**src/rtl/lin_brk_pkg.sv**
```systemverilog
package lin_brk_pkg;
  typedef enum logic [2:0] {
    ST_SLEEP = 3'd0,
    ST_ARMED = 3'd1,
    ST_LOW   = 3'd2,
    ST_SYNC  = 3'd3,
    ST_HOLD  = 3'd4
  } lin_st_t;
endpackage

```
**src/rtl/lin_brk_sync.sv**
```systemverilog
module lin_brk_sync #(
  parameter int STAGES = 2
) (
  input  logic clk,
  input  logic rst_n,
  input  logic d,
  output logic q
);
  logic [STAGES-1:0] chain;

  generate
    for (genvar i = 0; i < STAGES; i++) begin : g_stage
      if (i == 0) begin : g_first
        always_ff @(posedge clk or negedge rst_n)
          if (!rst_n) chain[0] <= 1'b1;
          else        chain[0] <= d;
      end else begin : g_next
        always_ff @(posedge clk or negedge rst_n)
          if (!rst_n) chain[i] <= 1'b1;
          else        chain[i] <= chain[i-1];
      end
    end
  endgenerate

  assign q = chain[STAGES-1];
endmodule

```
**src/rtl/lin_brk_lowrun.sv**
```systemverilog
module lin_brk_lowrun #(
  parameter int DIVW = 16,
  parameter int BITW = 5
) (
  input  logic            clk,
  input  logic            rst_n,
  input  logic            start,
  input  logic            run,
  input  logic [DIVW-1:0] bit_clks,
  output logic [BITW-1:0] bits
);
  localparam logic [BITW-1:0] BITS_MAX = {BITW{1'b1}};

  logic [DIVW-1:0] cyc;
  logic            bit_end;

  assign bit_end = (cyc >= bit_clks - 16'd1);

  always_ff @(posedge clk or negedge rst_n) begin
    if (!rst_n) begin
      cyc  <= '0;
      bits <= '0;
    end else if (start) begin
      // the edge cycle itself is the first low clock
      cyc  <= {{(DIVW-1){1'b0}}, 1'b1};
      bits <= '0;
    end else if (run) begin
      if (bit_end) begin
        cyc <= '0;
        if (bits != BITS_MAX) bits <= bits + 1'b1;
      end else begin
        cyc <= cyc + 1'b1;
      end
    end
  end
endmodule

```
**src/rtl/lin_brk_capture.sv**
```systemverilog
module lin_brk_capture #(
  parameter int CNTW  = 16,
  parameter int EDGES = 5
) (
  input  logic            clk,
  input  logic            rst_n,
  input  logic            clr,
  input  logic            active,
  input  logic            fall,
  output logic            done,
  output logic [CNTW-1:0] span
);
  localparam int IDXW = $clog2(EDGES + 1);
  localparam logic [IDXW-1:0] LAST = IDXW'(EDGES - 1);

  logic [CNTW-1:0] tick;
  logic [CNTW-1:0] t_first;
  logic [IDXW-1:0] idx;

  always_ff @(posedge clk or negedge rst_n) begin
    if (!rst_n)   tick <= '0;
    else if (clr) tick <= '0;
    else          tick <= tick + 1'b1;
  end

  always_ff @(posedge clk or negedge rst_n) begin
    if (!rst_n) begin
      idx     <= '0;
      t_first <= '0;
      span    <= '0;
      done    <= 1'b0;
    end else if (clr) begin
      idx     <= '0;
      t_first <= '0;
      span    <= '0;
      done    <= 1'b0;
    end else begin
      done <= 1'b0;
      if (!active) begin
        idx <= '0;
      end else if (fall) begin
        if (idx == '0) t_first <= tick;
        if (idx == LAST) begin
          span <= tick - t_first;
          done <= 1'b1;
        end
        idx <= idx + 1'b1;
      end
    end
  end
endmodule

```
**src/rtl/lin_brk_rx.sv**
```systemverilog
module lin_brk_rx
  import lin_brk_pkg::*;
#(
  parameter int DIVW     = 16,
  parameter int BITW     = 5,
  parameter int MIN_BITS = 11,
  parameter int SYNC_FF  = 2,
  parameter int EDGES    = 5
) (
  input  logic            clk,
  input  logic            rst_n,
  input  logic            halt,
  input  logic            rx_i,
  input  logic [DIVW-1:0] bit_clks,
  output logic            asleep,
  output logic            brk_mode,
  output logic            break_ok,
  output logic            break_err,
  output logic            meas_valid,
  input  logic            meas_ready,
  output logic [DIVW-1:0] meas_span
);
  localparam logic [BITW-1:0] MIN_RUN = BITW'(MIN_BITS);

  lin_st_t         st, st_nx;
  logic            rx_s, rx_d, fall, rise;
  logic            lr_start, lr_run;
  logic [BITW-1:0] lr_bits;
  logic            cap_done;
  logic            ok_nx, err_nx;

  lin_brk_sync #(.STAGES(SYNC_FF)) u_sync (
    .clk(clk), .rst_n(rst_n), .d(rx_i), .q(rx_s)
  );

  always_ff @(posedge clk or negedge rst_n)
    if (!rst_n) rx_d <= 1'b1;
    else        rx_d <= rx_s;

  assign fall = rx_d & ~rx_s;
  assign rise = ~rx_d & rx_s;

  assign lr_start = (st == ST_ARMED) && fall;
  assign lr_run   = (st == ST_LOW) && !rx_s;

  lin_brk_lowrun #(.DIVW(DIVW), .BITW(BITW)) u_lowrun (
    .clk(clk), .rst_n(rst_n), .start(lr_start), .run(lr_run),
    .bit_clks(bit_clks), .bits(lr_bits)
  );

  lin_brk_capture #(.CNTW(DIVW), .EDGES(EDGES)) u_cap (
    .clk(clk), .rst_n(rst_n), .clr(halt), .active(st == ST_SYNC),
    .fall(fall), .done(cap_done), .span(meas_span)
  );

  always_comb begin
    st_nx  = st;
    ok_nx  = 1'b0;
    err_nx = 1'b0;
    unique case (st)
      ST_SLEEP: if (fall) st_nx = ST_ARMED;
      ST_ARMED: if (fall) st_nx = ST_LOW;
      ST_LOW: if (rise) begin
        if (lr_bits >= MIN_RUN) begin
          st_nx = ST_SYNC;
          ok_nx = 1'b1;
        end else begin
          st_nx  = ST_ARMED;
          err_nx = 1'b1;
        end
      end
      ST_SYNC: if (cap_done) st_nx = ST_HOLD;
      ST_HOLD: if (meas_ready) st_nx = ST_ARMED;
      default: st_nx = ST_SLEEP;
    endcase
    if (halt) begin
      st_nx  = ST_SLEEP;
      ok_nx  = 1'b0;
      err_nx = 1'b0;
    end
  end

  always_ff @(posedge clk or negedge rst_n) begin
    if (!rst_n) begin
      st        <= ST_SLEEP;
      break_ok  <= 1'b0;
      break_err <= 1'b0;
    end else begin
      st        <= st_nx;
      break_ok  <= ok_nx;
      break_err <= err_nx;
    end
  end

  assign asleep     = (st == ST_SLEEP);
  assign brk_mode   = (st == ST_ARMED) || (st == ST_LOW);
  assign meas_valid = (st == ST_HOLD);
endmodule

```
**config.mk**
```make
export PLATFORM = sky130hd
export DESIGN_NAME = lin_brk_rx
export DESIGN_NICKNAME = d
export VERILOG_FILES = /design/src/rtl/lin_brk_pkg.sv /design/src/rtl/lin_brk_sync.sv /design/src/rtl/lin_brk_lowrun.sv /design/src/rtl/lin_brk_capture.sv /design/src/rtl/lin_brk_rx.sv
export SDC_FILE = /design/constraint.sdc
export NUM_CORES = 1
export LEC_CHECK = 0
export BUFFER_PORTS_ARGS = -buffer_cell sky130_fd_sc_hd__buf_2
export CAP_MARGIN = 25
export CELL_PAD_IN_SITES_DETAIL_PLACEMENT = 1
export CELL_PAD_IN_SITES_GLOBAL_PLACEMENT = 2
export CORE_UTILIZATION = 38
export DETAILED_ROUTE_END_ITERATION = 8
export GPL_TIMING_DRIVEN = 0
export PLACE_DENSITY_LB_ADDON = 0.1
export SYNTH_ARGS = -nofsm -noshare
export SYNTH_HDL_FRONTEND = slang
export SYNTH_SLANG_ARGS = --single-unit
```
**constraint.sdc**
```tcl
create_clock -name clk -period 2.7 [get_ports clk]
set_input_delay 0.54 -clock clk [delete_from_list [all_inputs] [get_ports clk]]
set_output_delay 0.54 -clock clk [all_outputs]
set_load 0.05 [all_outputs]
```
==> impl_metrics.json, run 1 <==
{
  "yosys_warnings": 0,
  "syn_area_sq_um": 4900,
  "fmax_mhz": 343,
  "synth-async-reset-ratio_pct": 100,
  "clkTransAtPathRegs_ns": 0.06,
  "p_per_area_nw_per_um2": 497,
  "synth-seq-area-share_pct": 41.5,
  "antenna_found_initial": 0,
  "syn2layout_area_growth_pct": 26.5,
  "diodes": 0,
  "synth_top_area_share_pct": 39.9,
  "ant_nets": 0,
  "report.final.slew_viol_count": 0,
  "cp_max_fo": 6,
  "wl_per_cell_microns": 15.8,
  "cp_top_family": "simple AND/OR/NAND/NOR gates",
  "cap_violations": 0,
  "syn_inst": 523,
  "p_leak_nw": 2.77,
  "ys_types": 53,
  "grt-ovfl-total": 0,
  "startpoint_type": "primary input",
  "cp_common_cell": "buf_6",
  "initial_core_util_pct": 39.0,
  "cts_buffer_depth": 2,
  "crit_arrival_ns": 3.14,
  "synth-seq-cells": 81,
  "rows": 41,
  "cts-root-buf": "clkbuf_16",
  "crit_type": "primary input to flip-flop",
  "hold_viol_final": 0,
  "final_area_sq_um": 6200,
  "tritoncts": "built",
  "post-route-period-util_pct": 108,
  "setup_viol": 21,
  "violations": "setup timing",
  "synth.avg_cell_area_sq_um": 9.36,
  "die_w_microns": 116,
  "gp_congestion": 0.792,
  "track_usage_pct": 19.9,
  "finalSetupTns_ns": -2.24,
  "p_sw_uw": 781,
  "drive_above_1_share_pct": 21.8,
  "cp_num_buf_inv": 4,
  "ir_worst_vdd_v": 0.000341,
  "end_kind": "flip-flop",
  "cts.sinks": 81,
  "clk_latency_ns": 0.34,
  "drt-pass1-iter-count": 4,
  "drt-initial-drc-count": 122,
  "crit_chain": "buf_6 -> inv_4 -> ha_4 -> nand2_4 -> nor3_4 -> nand2_1 -> or3_1 -> xor2_1 -> ha_1 -> nand2_2 -> o21a_1 -> nor2_4 -> a211oi_4 -> buf_12 -> buf_6 -> o211a_1 -> a221o_1",
  "drc_errors": 0,
  "rsz0062_at_grt": "yes",
  "die-area_sq_um": 13300,
  "crit_slowest_cell": "or3_1",
  "synth_edf_count": 0,
  "htree_levels": 3,
  "wl_mm": 12.2,
  "hp-class": "primary input to async pin",
  "fp.coreArea_sq_um": 12600,
  "grt_start_max_net_pins": 45,
  "worst_slack_ns": -0.217,
  "grt_pass1_wl_mm": 20.6,
  "cp_data_required_time_ns": 2.93,
  "synth_top_area_cell": "dfrtp_1",
  "hpwl_mm": 8.95,
  "cts_buffers": 9,
  "relSlewSlack_pct": 50.1,
  "num_vias": 4053,
  "portBuffers": 41,
  "power_frac_clock_pct": 43.7,
  "sw_frac_of_total_pct": 25.4,
  "post-synth-top-count-cell": "dfrtp_1",
  "finClkSkew_ns": 0.00721,
  "cpPeakStageDelay_ns": 0.33,
  "p_comb_share_pct": 13.7,
  "synth_common_cells": "dfrtp_1, nor2_1, nand2_1",
  "io_pins": 42,
  "ys.flop_type": "dfrtp_1",
  "first_global_vias": 4284,
  "dpl-instance-area_sq_um": 5450,
  "internal-power_mw": 2.30,
  "syn_nets": 583,
  "outcome": "finished with violations",
  "p_seq_share_pct": 42.6,
  "nNetsFinal": 656,
  "worst_pin_slew_ns": 0.743,
  "via_per_inst": 5.24,
  "synthTopCellsByArea": "dfrtp_1, ha_1, xnor2_1",
  "min_period_ns": 2.92,
  "die_y_microns": 116
}
==> worst register-to-register path, cell delays in order (launching register included) <==
cell      delay [ns]
dfrtp_1         0.42
inv_1           0.07
ha_1            0.16
inv_1           0.06
fa_1            0.41
a21o_1          0.24
a221oi_4        0.36
o21ai_2         0.14
a221oi_2        0.28
xor2_1          0.18
o21ai_0         0.09
==> cells in the final DEF, fill, tap and decap left out, drive strengths merged, types with 4 or more instances in the layout <==
| cell | count |
|---|---|
| dfrtp | 78 |
| buf | 70 |
| nor2 | 47 |
| nand2 | 46 |
| ha | 38 |
| xnor2 | 31 |
| inv | 30 |
| o21ai | 26 |
| nand3 | 24 |
| a21oi | 22 |
| clkbuf | 21 |
| xor2 | 20 |
| nor3 | 19 |
| a22o | 17 |
| or3 | 11 |
| and3 | 9 |
| a21o | 7 |
| a31oi | 7 |
| nand2b | 7 |
| and2 | 6 |
| a211oi | 6 |
| nand4 | 5 |
| or4 | 4 |
| a221oi | 4 |
==> state kept, by name (all words and copies together), names as in the netlist <==
signal         count
u_cap.span        16
u_cap.tick        16
u_cap.idx          3
u_cap.done         1
break_err          1
st                 3
u_lowrun.bits      5
u_sync.q           1
u_cap.t_first     16
rx_d               1
u_sync.chain       1
u_lowrun.cyc      16
break_ok           1
==> path summary, 6_finish.rpt <==
path                                 start          endpoint  slack, ns  cells past startpoint
min in group clk                      rx_i   u_sync.chain[0]       0.29                      1
hold / removal                       rst_n  u_lowrun.bits[4]       0.17                      1
setup reg to reg             u_cap.tick[0]    u_cap.span[14]       0.15                     10
setup / recovery               bit_clks[0]  u_lowrun.bits[1]      -0.22                     17
max in group asynchronous            rst_n   u_sync.chain[0]       1.89                      2
hold reg to reg            u_sync.chain[0]          u_sync.q       0.36                      0
==> power by group through the flow <==
stage                     registers [mW]  logic [mW]  clock network, mW
final                               1.31       0.422               1.34
after global placement              1.33       0.341                  0
after detailed placement            1.33       0.362                  0
after global routing                1.32       0.477               1.43
after floorplan                     1.32       0.241                  0
after CTS                           1.31       0.405               1.38
==> cell type report <==
| cell class | count | area, sq um |
|---|---|---|
| Multi-Input combinational cell | 394 | 2940 |
| Timing Repair Buffer | 62 | 460 |
| Clock buffer | 11 | 253 |
| Buffer | 18 | 98.8 |
| Tap cell | 172 | 215 |
| Sequential cell | 81 | 2030 |
| Fill cell | 1428 | 6370 |
| Inverter | 30 | 118 |
| Clock inverter | 5 | 77.6 |
==> stage by stage <==
stage | setup slack [ns] | power [mW] | std cells | util (%) | hold WS, ns
after floorplan | -0.188 | 1.56 | 523 | - | 0.244
after global placement | -0.689 | 1.67 | 736 | 43.1 | 0.347
after detailed placement | -0.688 | 1.69 | 737 | 43.3 | 0.359
after CTS | -0.272 | 3.10 | 765 | 48.0 | 0.179
after global routing | -0.334 | 3.22 | 773 | 49.3 | 0.202
final | -0.217 | 3.08 | 773 | 49.3 | 0.167
==> what timing repair did <==
action | in CTS | in global routing
hold buffers | 0 | 0
setup endpoints to repair | 22 | 22
hold endpoints to repair | 0 | 0
setup buffers | 11 | 8
pin swaps | 34 | 20
resized for setup | 41 | 17
gates cloned | 1 | 0
==> metal layers <==
| layer | part of all wire [%] | wire length, microns | track usage (%) | vias up |
|---|---|---|---|---|
| met5 | 0 | 0 | 0 | - |
| met4 | 1.5 | 187 | 7.97 | 0 |
| met3 | 1.9 | 231 | 3.40 | 11 |
| met2 | 53 | 6460 | 36.1 | 40 |
| met1 | 44 | 5360 | 23.4 | 2006 |
| li1 | - | - | - | 1996 |
==> logic make-up after synthesis <==
logic type                 count (synthesis)  share of synthesized area, %
xor gates and xnor gates                  51                          9.12
buffers and inverters                     48                          3.99
DFF                                       81                          41.5
adders and majority gates                 39                          10.1
AOI/OAI and AO/OA                        111                          15.6
muxes                                      4                         0.843
and+or+nand+nor                          189                          18.9
Power figures use the tool's default switching activity.
==> inputs of run 2 (changes only) <==
--- a/config.mk
+++ b/config.mk
@@ -5,14 +5,15 @@
 export SDC_FILE = /design/constraint.sdc
 export NUM_CORES = 1
 export LEC_CHECK = 0
-export BUFFER_PORTS_ARGS = -buffer_cell sky130_fd_sc_hd__buf_2
+export BUFFER_PORTS_ARGS = -buffer_cell sky130_fd_sc_hd__buf_4
 export CAP_MARGIN = 25
 export CELL_PAD_IN_SITES_DETAIL_PLACEMENT = 1
 export CELL_PAD_IN_SITES_GLOBAL_PLACEMENT = 2
+export CORE_MARGIN = 4
 export CORE_UTILIZATION = 38
 export DETAILED_ROUTE_END_ITERATION = 8
 export GPL_TIMING_DRIVEN = 0
-export PLACE_DENSITY_LB_ADDON = 0.1
+export PLACE_DENSITY = 0.91
 export SYNTH_ARGS = -nofsm -noshare
 export SYNTH_HDL_FRONTEND = slang
 export SYNTH_SLANG_ARGS = --single-unit
==> run 2 against run 1 <==
Compared with the run above:
- the run still ends with setup timing left
- wire length grew 11%
- via count increased by 3.1%
- global-route usage down 1.3 points
- clock power is essentially flat
- final cell count up 0.13%
- clock-buffer cell count up 2
- core utilization increased by 0.76 points
- die area rose by 11%
- maximum frequency decreased by 3.3%
- critical endpoint is now u_lowrun.cyc[2]
- sequential cell count unchanged
==> impl_metrics.json, run 2 (synthesis gave the netlist of run 1 again) <==
{
  "outcome": "finished with violations",
  "r2r_end": "u_cap.span[14]",
  "nFillCells": 1473,
  "wl_mm": 13.6,
  "die-area_sq_um": 14800,
  "diodes": 0,
  "reg2reg_slack_ns": 0.11,
  "initial_core_util_pct": 38.8,
  "finalPower_mw": 3.08,
  "rsz0062_at_grt": "yes",
  "cts.sinks": 81,
  "fp.coreArea_sq_um": 12600,
  "min_period_ns": 3.02,
  "hold_viol_final": 0,
  "die_w_microns": 122,
  "r2r_start": "u_cap.tick[0]",
  "cap_violations": 0,
  "antenna_found_initial": 0,
  "worst_pin_slew_ns": 0.761,
  "startpoint_type": "primary input",
  "portBuffers": 41,
  "grt_start_max_net_pins": 82,
  "p_leak_nw": 2.76,
  "io_pins": 42,
  "num_vias": 4177,
  "crit_type": "primary input to flip-flop",
  "utilization_pct": 50.1,
  "drt-pass1-iter-count": 4,
  "cp_max_fo": 5,
  "tritoncts": "built",
  "setup_viol": 21,
  "finClkSkew_ns": 0.00981,
  "violations": "setup timing",
  "end_kind": "flip-flop",
  "post-route-period-util_pct": 112,
  "worst_slack_ns": -0.318,
  "first_global_vias": 4553,
  "hpwl_mm": 9.26,
  "via_per_inst": 5.40,
  "crit_arrival_ns": 3.29,
  "cts-root-buf": "clkbuf_16",
  "p_per_area_nw_per_um2": 488,
  "final_common_cell": "dfrtp_1",
  "drive_above_1_share_pct": 23.4,
  "clkTransAtPathRegs_ns": 0.06,
  "drt-initial-drc-count": 175,
  "relSlewSlack_pct": 48.8,
  "grt_pass1_wl_mm": 22.1,
  "nNetsFinal": 657,
  "final_cell_mix": "dfrtp_1, buf_4, nand2_1, ha_1, nor2_1",
  "gp_congestion": 0.798,
  "rr_worst_depth": 10,
  "wl_per_cell_microns": 17.5,
  "hold_buffers": 0,
  "syn2layout_area_growth_pct": 29.0,
  "ir_worst_vdd_v": 0.000248,
  "die_y_microns": 122,
  "htree_levels": 3,
  "track_usage_pct": 18.6,
  "fmax_mhz": 331,
  "clk_latency_ns": 0.34,
  "drc_errors": 0,
  "cts_buffer_depth": 2,
  "cts_buffers": 9,
  "ant_nets": 0,
  "rows": 41,
  "grt-ovfl-total": 0,
  "report.final.slew_viol_count": 0,
  "cp_data_required_time_ns": 2.97,
  "hp-class": "primary input to async pin",
  "place_ws_ns": -0.794
}
run 2: cell count changes in the layout (fill, tap and decap cells not counted), moves of 3 or more:
cell,change
clkbuf_1,+3
nor2_1,-9
nor2_4,+4
buf_2,-33
buf_4,+35
nor2_2,+5
run 2: per-stage QoR:
| step | cell area (sq um) | TNS [ns] | hold slack, ns | cells |
|---|---|---|---|---|
| finish | 6320 | -5.70 | 0.112 | 774 |
| global placement | 5520 | -12.22 | 0.347 | 736 |
| CTS | 6090 | -3.81 | 0.298 | 764 |
| global route | 6320 | -8.15 | 0.139 | 774 |
| detailed placement | 5520 | -15.89 | 0.348 | 736 |
| floorplan | 5000 | -1.66 | 0.244 | 523 |
run 2: power breakdown:
part | internal (mW) | leakage (nW) | switching (mW)
sequential | 1.25 | 1.09 | 0.0571
clock | 0.835 | 0.154 | 0.485
combinational | 0.199 | 1.52 | 0.250
total | 2.29 | 2.76 | 0.793
run 2: per-layer routing:
metal  wire [microns]  vias to the layer above  global-route usage (%)  part of all wire, %
li1                 -                     1991                       -                    -
met1             5630                     2101                    22.1                   41
met2             7280                       59                    34.2                   54
met3              343                       26                    2.75                  2.5
met4              327                        0                    6.44                  2.4
met5                0                        -                       0                    0
run 2: repair_timing:
item | CTS | global route
gates cloned | 2 | 0
endpoints found under the setup margin | 22 | 22
setup buffers | 10 | 9
pin swaps | 10 | 9
gates resized for setup | 39 | 31
run 2: worst max path at each step:
stage                 from                to  slack, ns  depth (start not counted)
2_1_floorplan  bit_clks[7]  u_lowrun.bits[1]      -0.19                         12
3_3_place_gp   bit_clks[3]  u_lowrun.bits[4]      -0.63                         13
3_5_place_dp   bit_clks[3]  u_lowrun.bits[1]      -0.79                         13
4_1_cts        bit_clks[7]  u_lowrun.bits[3]      -0.29                         14
5_1_grt        bit_clks[3]   u_lowrun.cyc[2]      -0.45                         14
6_report       bit_clks[3]   u_lowrun.cyc[2]      -0.32                         14
run 2: area by class of cell:
cell class	instances	area, sq um	area share (%)
clock inverters	3	65.1	1.03
inverters	30	118	1.86
plain buffers	18	100	1.58
repair buffers	63	538	8.52
clock buffers	13	250	3.96
flip-flops and latches	81	2030	32.2
multi-input cells	394	3000	47.5
well taps	172	215	3.41
run 2: worst max-delay path, cell delays in order:
cell and delay [ns]:
buf_8 0.10, nor2_4 0.11, nand3_2 0.09, or3_4 0.38, nor2_4 0.14, xnor2_2 0.07
ha_1 0.32, and2_4 0.18, a221oi_4 0.23, o21ai_2 0.12, a211oi_4 0.55, buf_6 0.21
nand4_1 0.09, mux2i_1 0.16
==> inputs of run 3 (changes only) <==
--- a/config.mk
+++ b/config.mk
@@ -11,6 +11,7 @@
 export CELL_PAD_IN_SITES_GLOBAL_PLACEMENT = 2
 export CORE_MARGIN = 4
 export CORE_UTILIZATION = 38
+export CTS_BUF_LIST = sky130_fd_sc_hd__clkbuf_8 sky130_fd_sc_hd__clkbuf_16
 export DETAILED_ROUTE_END_ITERATION = 8
 export GPL_TIMING_DRIVEN = 0
 export PLACE_DENSITY = 0.91
==> run 3 against run 2 <==
Compared with the run above:
- the flow still finishes with violations (setup timing)
- total power is 0.34% lower
- sequential share of layout area unchanged
- sequential cell count is the same
- global-route usage stayed put
- maximum frequency about the same
- core utilization is the same
- sequential power about the same
- first-iteration DRC count increased by 0.57%
- clock skew about the same
- critical endpoint unchanged
==> impl_metrics.json, run 3 (synthesis gave the netlist of run 1 again) <==
{
  "wl_mm": 13.6,
  "nFillCells": 1473,
  "violations": "setup timing",
  "drc_errors": 0,
  "rsz0062_at_grt": "yes",
  "cts_buffer_depth": 2,
  "cpPeakStageDelay_ns": 0.55,
  "finalSetupTns_ns": -5.66,
  "top_usage_layer": "met2",
  "power_frac_clock_pct": 42.6,
  "crit_type": "primary input to flip-flop",
  "portBuffers": 41,
  "rr_worst_depth": 10,
  "multi_input_area_sq_um": 3000,
  "antenna_found_initial": 0,
  "r2r_end": "u_cap.span[14]",
  "seq_area_sq_um": 2030,
  "initial_core_util_pct": 38.8,
  "gp_congestion": 0.798,
  "nNetsFinal": 657,
  "p_comb_share_pct": 14.6,
  "drive_above_1_share_pct": 23.4,
  "grt-ovfl-total": 0,
  "crit_slowest_cell": "a211oi_4",
  "cts_buffers": 9,
  "num_vias": 4188,
  "crit_chain": "buf_8 -> nor2_4 -> nand3_2 -> or3_4 -> nor2_4 -> xnor2_2 -> ha_1 -> and2_4 -> a221oi_4 -> o21ai_2 -> a211oi_4 -> buf_6 -> nand4_1 -> mux2i_1",
  "fp.coreArea_sq_um": 12600,
  "cts-root-buf": "clkbuf_16",
  "worst_pin_slew_ns": 0.759,
  "startpoint_type": "primary input",
  "cp_max_fo": 5,
  "p_per_area_nw_per_um2": 486,
  "die_w_microns": 122,
  "io_pins": 42,
  "startpoint": "bit_clks[3]",
  "hpwl_mm": 9.26,
  "use_met1_pct": 22.1,
  "wl_per_cell_microns": 17.5,
  "r2r_start": "u_cap.tick[0]",
  "clkTransAtPathRegs_ns": 0.06,
  "cts.sinks": 81,
  "sw_frac_of_total_pct": 25.8,
  "clk_latency_ns": 0.34,
  "cp_data_required_time_ns": 2.97,
  "diodes": 0,
  "rows": 41,
  "ir_worst_vdd_v": 0.000247,
  "report.final.slew_viol_count": 0,
  "tritoncts": "built",
  "die_y_microns": 122,
  "grt_start_max_net_pins": 82,
  "grt_pass1_wl_mm": 22.1,
  "fmax_mhz": 331,
  "hp-class": "primary input to async pin",
  "end_kind": "flip-flop",
  "cap_violations": 0,
  "syn2layout_area_growth_pct": 29.0,
  "setup_viol": 21,
  "place_ws_ns": -0.794,
  "p_sw_uw": 794,
  "outcome": "finished with violations",
  "min_period_ns": 3.02,
  "track_usage_pct": 18.6,
  "finClkSkew_ns": 0.00970,
  "die-area_sq_um": 14800,
  "reg2reg_slack_ns": 0.11,
  "utilization_pct": 50.1,
  "internal-power_mw": 2.28,
  "ant_nets": 0,
  "via_per_inst": 5.41,
  "htree_levels": 3,
  "drt-pass1-iter-count": 4,
  "crit_arrival_ns": 3.29,
  "relSlewSlack_pct": 49.0,
  "worst_slack_ns": -0.317,
  "finalPower_mw": 3.07,
  "gr-usage-met3_pct": 2.75,
  "post-route-period-util_pct": 112,
  "cp_common_cell": "nor2_4",
  "endpoint": "u_lowrun.cyc[2]",
  "grtUsageMet2_pct": 34.2,
  "p_seq_share_pct": 42.7,
  "hold_viol_final": 0,
  "first_global_vias": 4553,
  "p_leak_nw": 2.78,
  "drt-initial-drc-count": 176,
  "final_common_cell": "dfrtp_1",
  "final_cell_mix": "dfrtp_1, buf_4, nand2_1, ha_1"
}
[run 3: worst max-delay path: cells and delay by family]
| kind | cells | cell delay (ns) |
|---|---|---|
| fa+ha+maj | 1 | 0.32 |
| mux | 1 | 0.16 |
| compound gates | 3 | 0.90 |
| buf+inv | 2 | 0.31 |
| xor+xnor | 1 | 0.07 |
| simple gates | 6 | 0.99 |
[run 3: how the worst min path moves through the flow]
stage                     slack, ns  depth (start not counted)            start               end
after floorplan                0.24                          0            rst_n         break_err
after global placement         0.35                          0  u_sync.chain[0]          u_sync.q
after detailed placement       0.35                          0  u_sync.chain[0]          u_sync.q
after CTS                      0.30                          1             rx_i   u_sync.chain[0]
after global routing           0.14                          1            rst_n  u_lowrun.cyc[13]
final                          0.11                          1            rst_n  u_lowrun.cyc[13]
[run 3: power groups by stage]
stage	combinational (mW)	clock (mW)	sequential, mW
6_report	0.450	1.31	1.31
5_1_grt	0.498	1.38	1.32
2_1_floorplan	0.241	0	1.32
3_5_place_dp	0.368	0	1.33
4_1_cts	0.413	1.33	1.31
3_3_place_gp	0.347	0	1.33
[run 3: final cells by class]
cell class	instances	area share [%]
plain buffers	18	1.58
clock buffers	10	3.78
clock inverters	6	1.21
inverters	30	1.86
multi-input cells	394	47.5
flip-flops and latches	81	32.2
well taps	172	3.41
repair buffers	63	8.52
[run 3: routing by layer]
layer	vias up	routed length, microns	part of all wire (%)
li1	1992	-	-
met2	59	7280	54
met5	-	0	0
met3	26	334	2.5
met4	0	327	2.4
met1	2111	5630	41
[run 3: per-stage QoR]
stage	cell area [sq um]	hold WS, ns	std cells
2_1_floorplan	5000	0.244	523
3_3_place_gp	5520	0.347	736
3_5_place_dp	5520	0.348	736
4_1_cts	6090	0.298	764
5_1_grt	6320	0.139	774
6_report	6320	0.112	774
[run 3: repair_timing]
item	CTS	global route
pin swaps	10	9
setup buffers	10	9
setup endpoints to repair	22	22
hold buffers	0	0
cloned	2	0
resized for setup	39	31
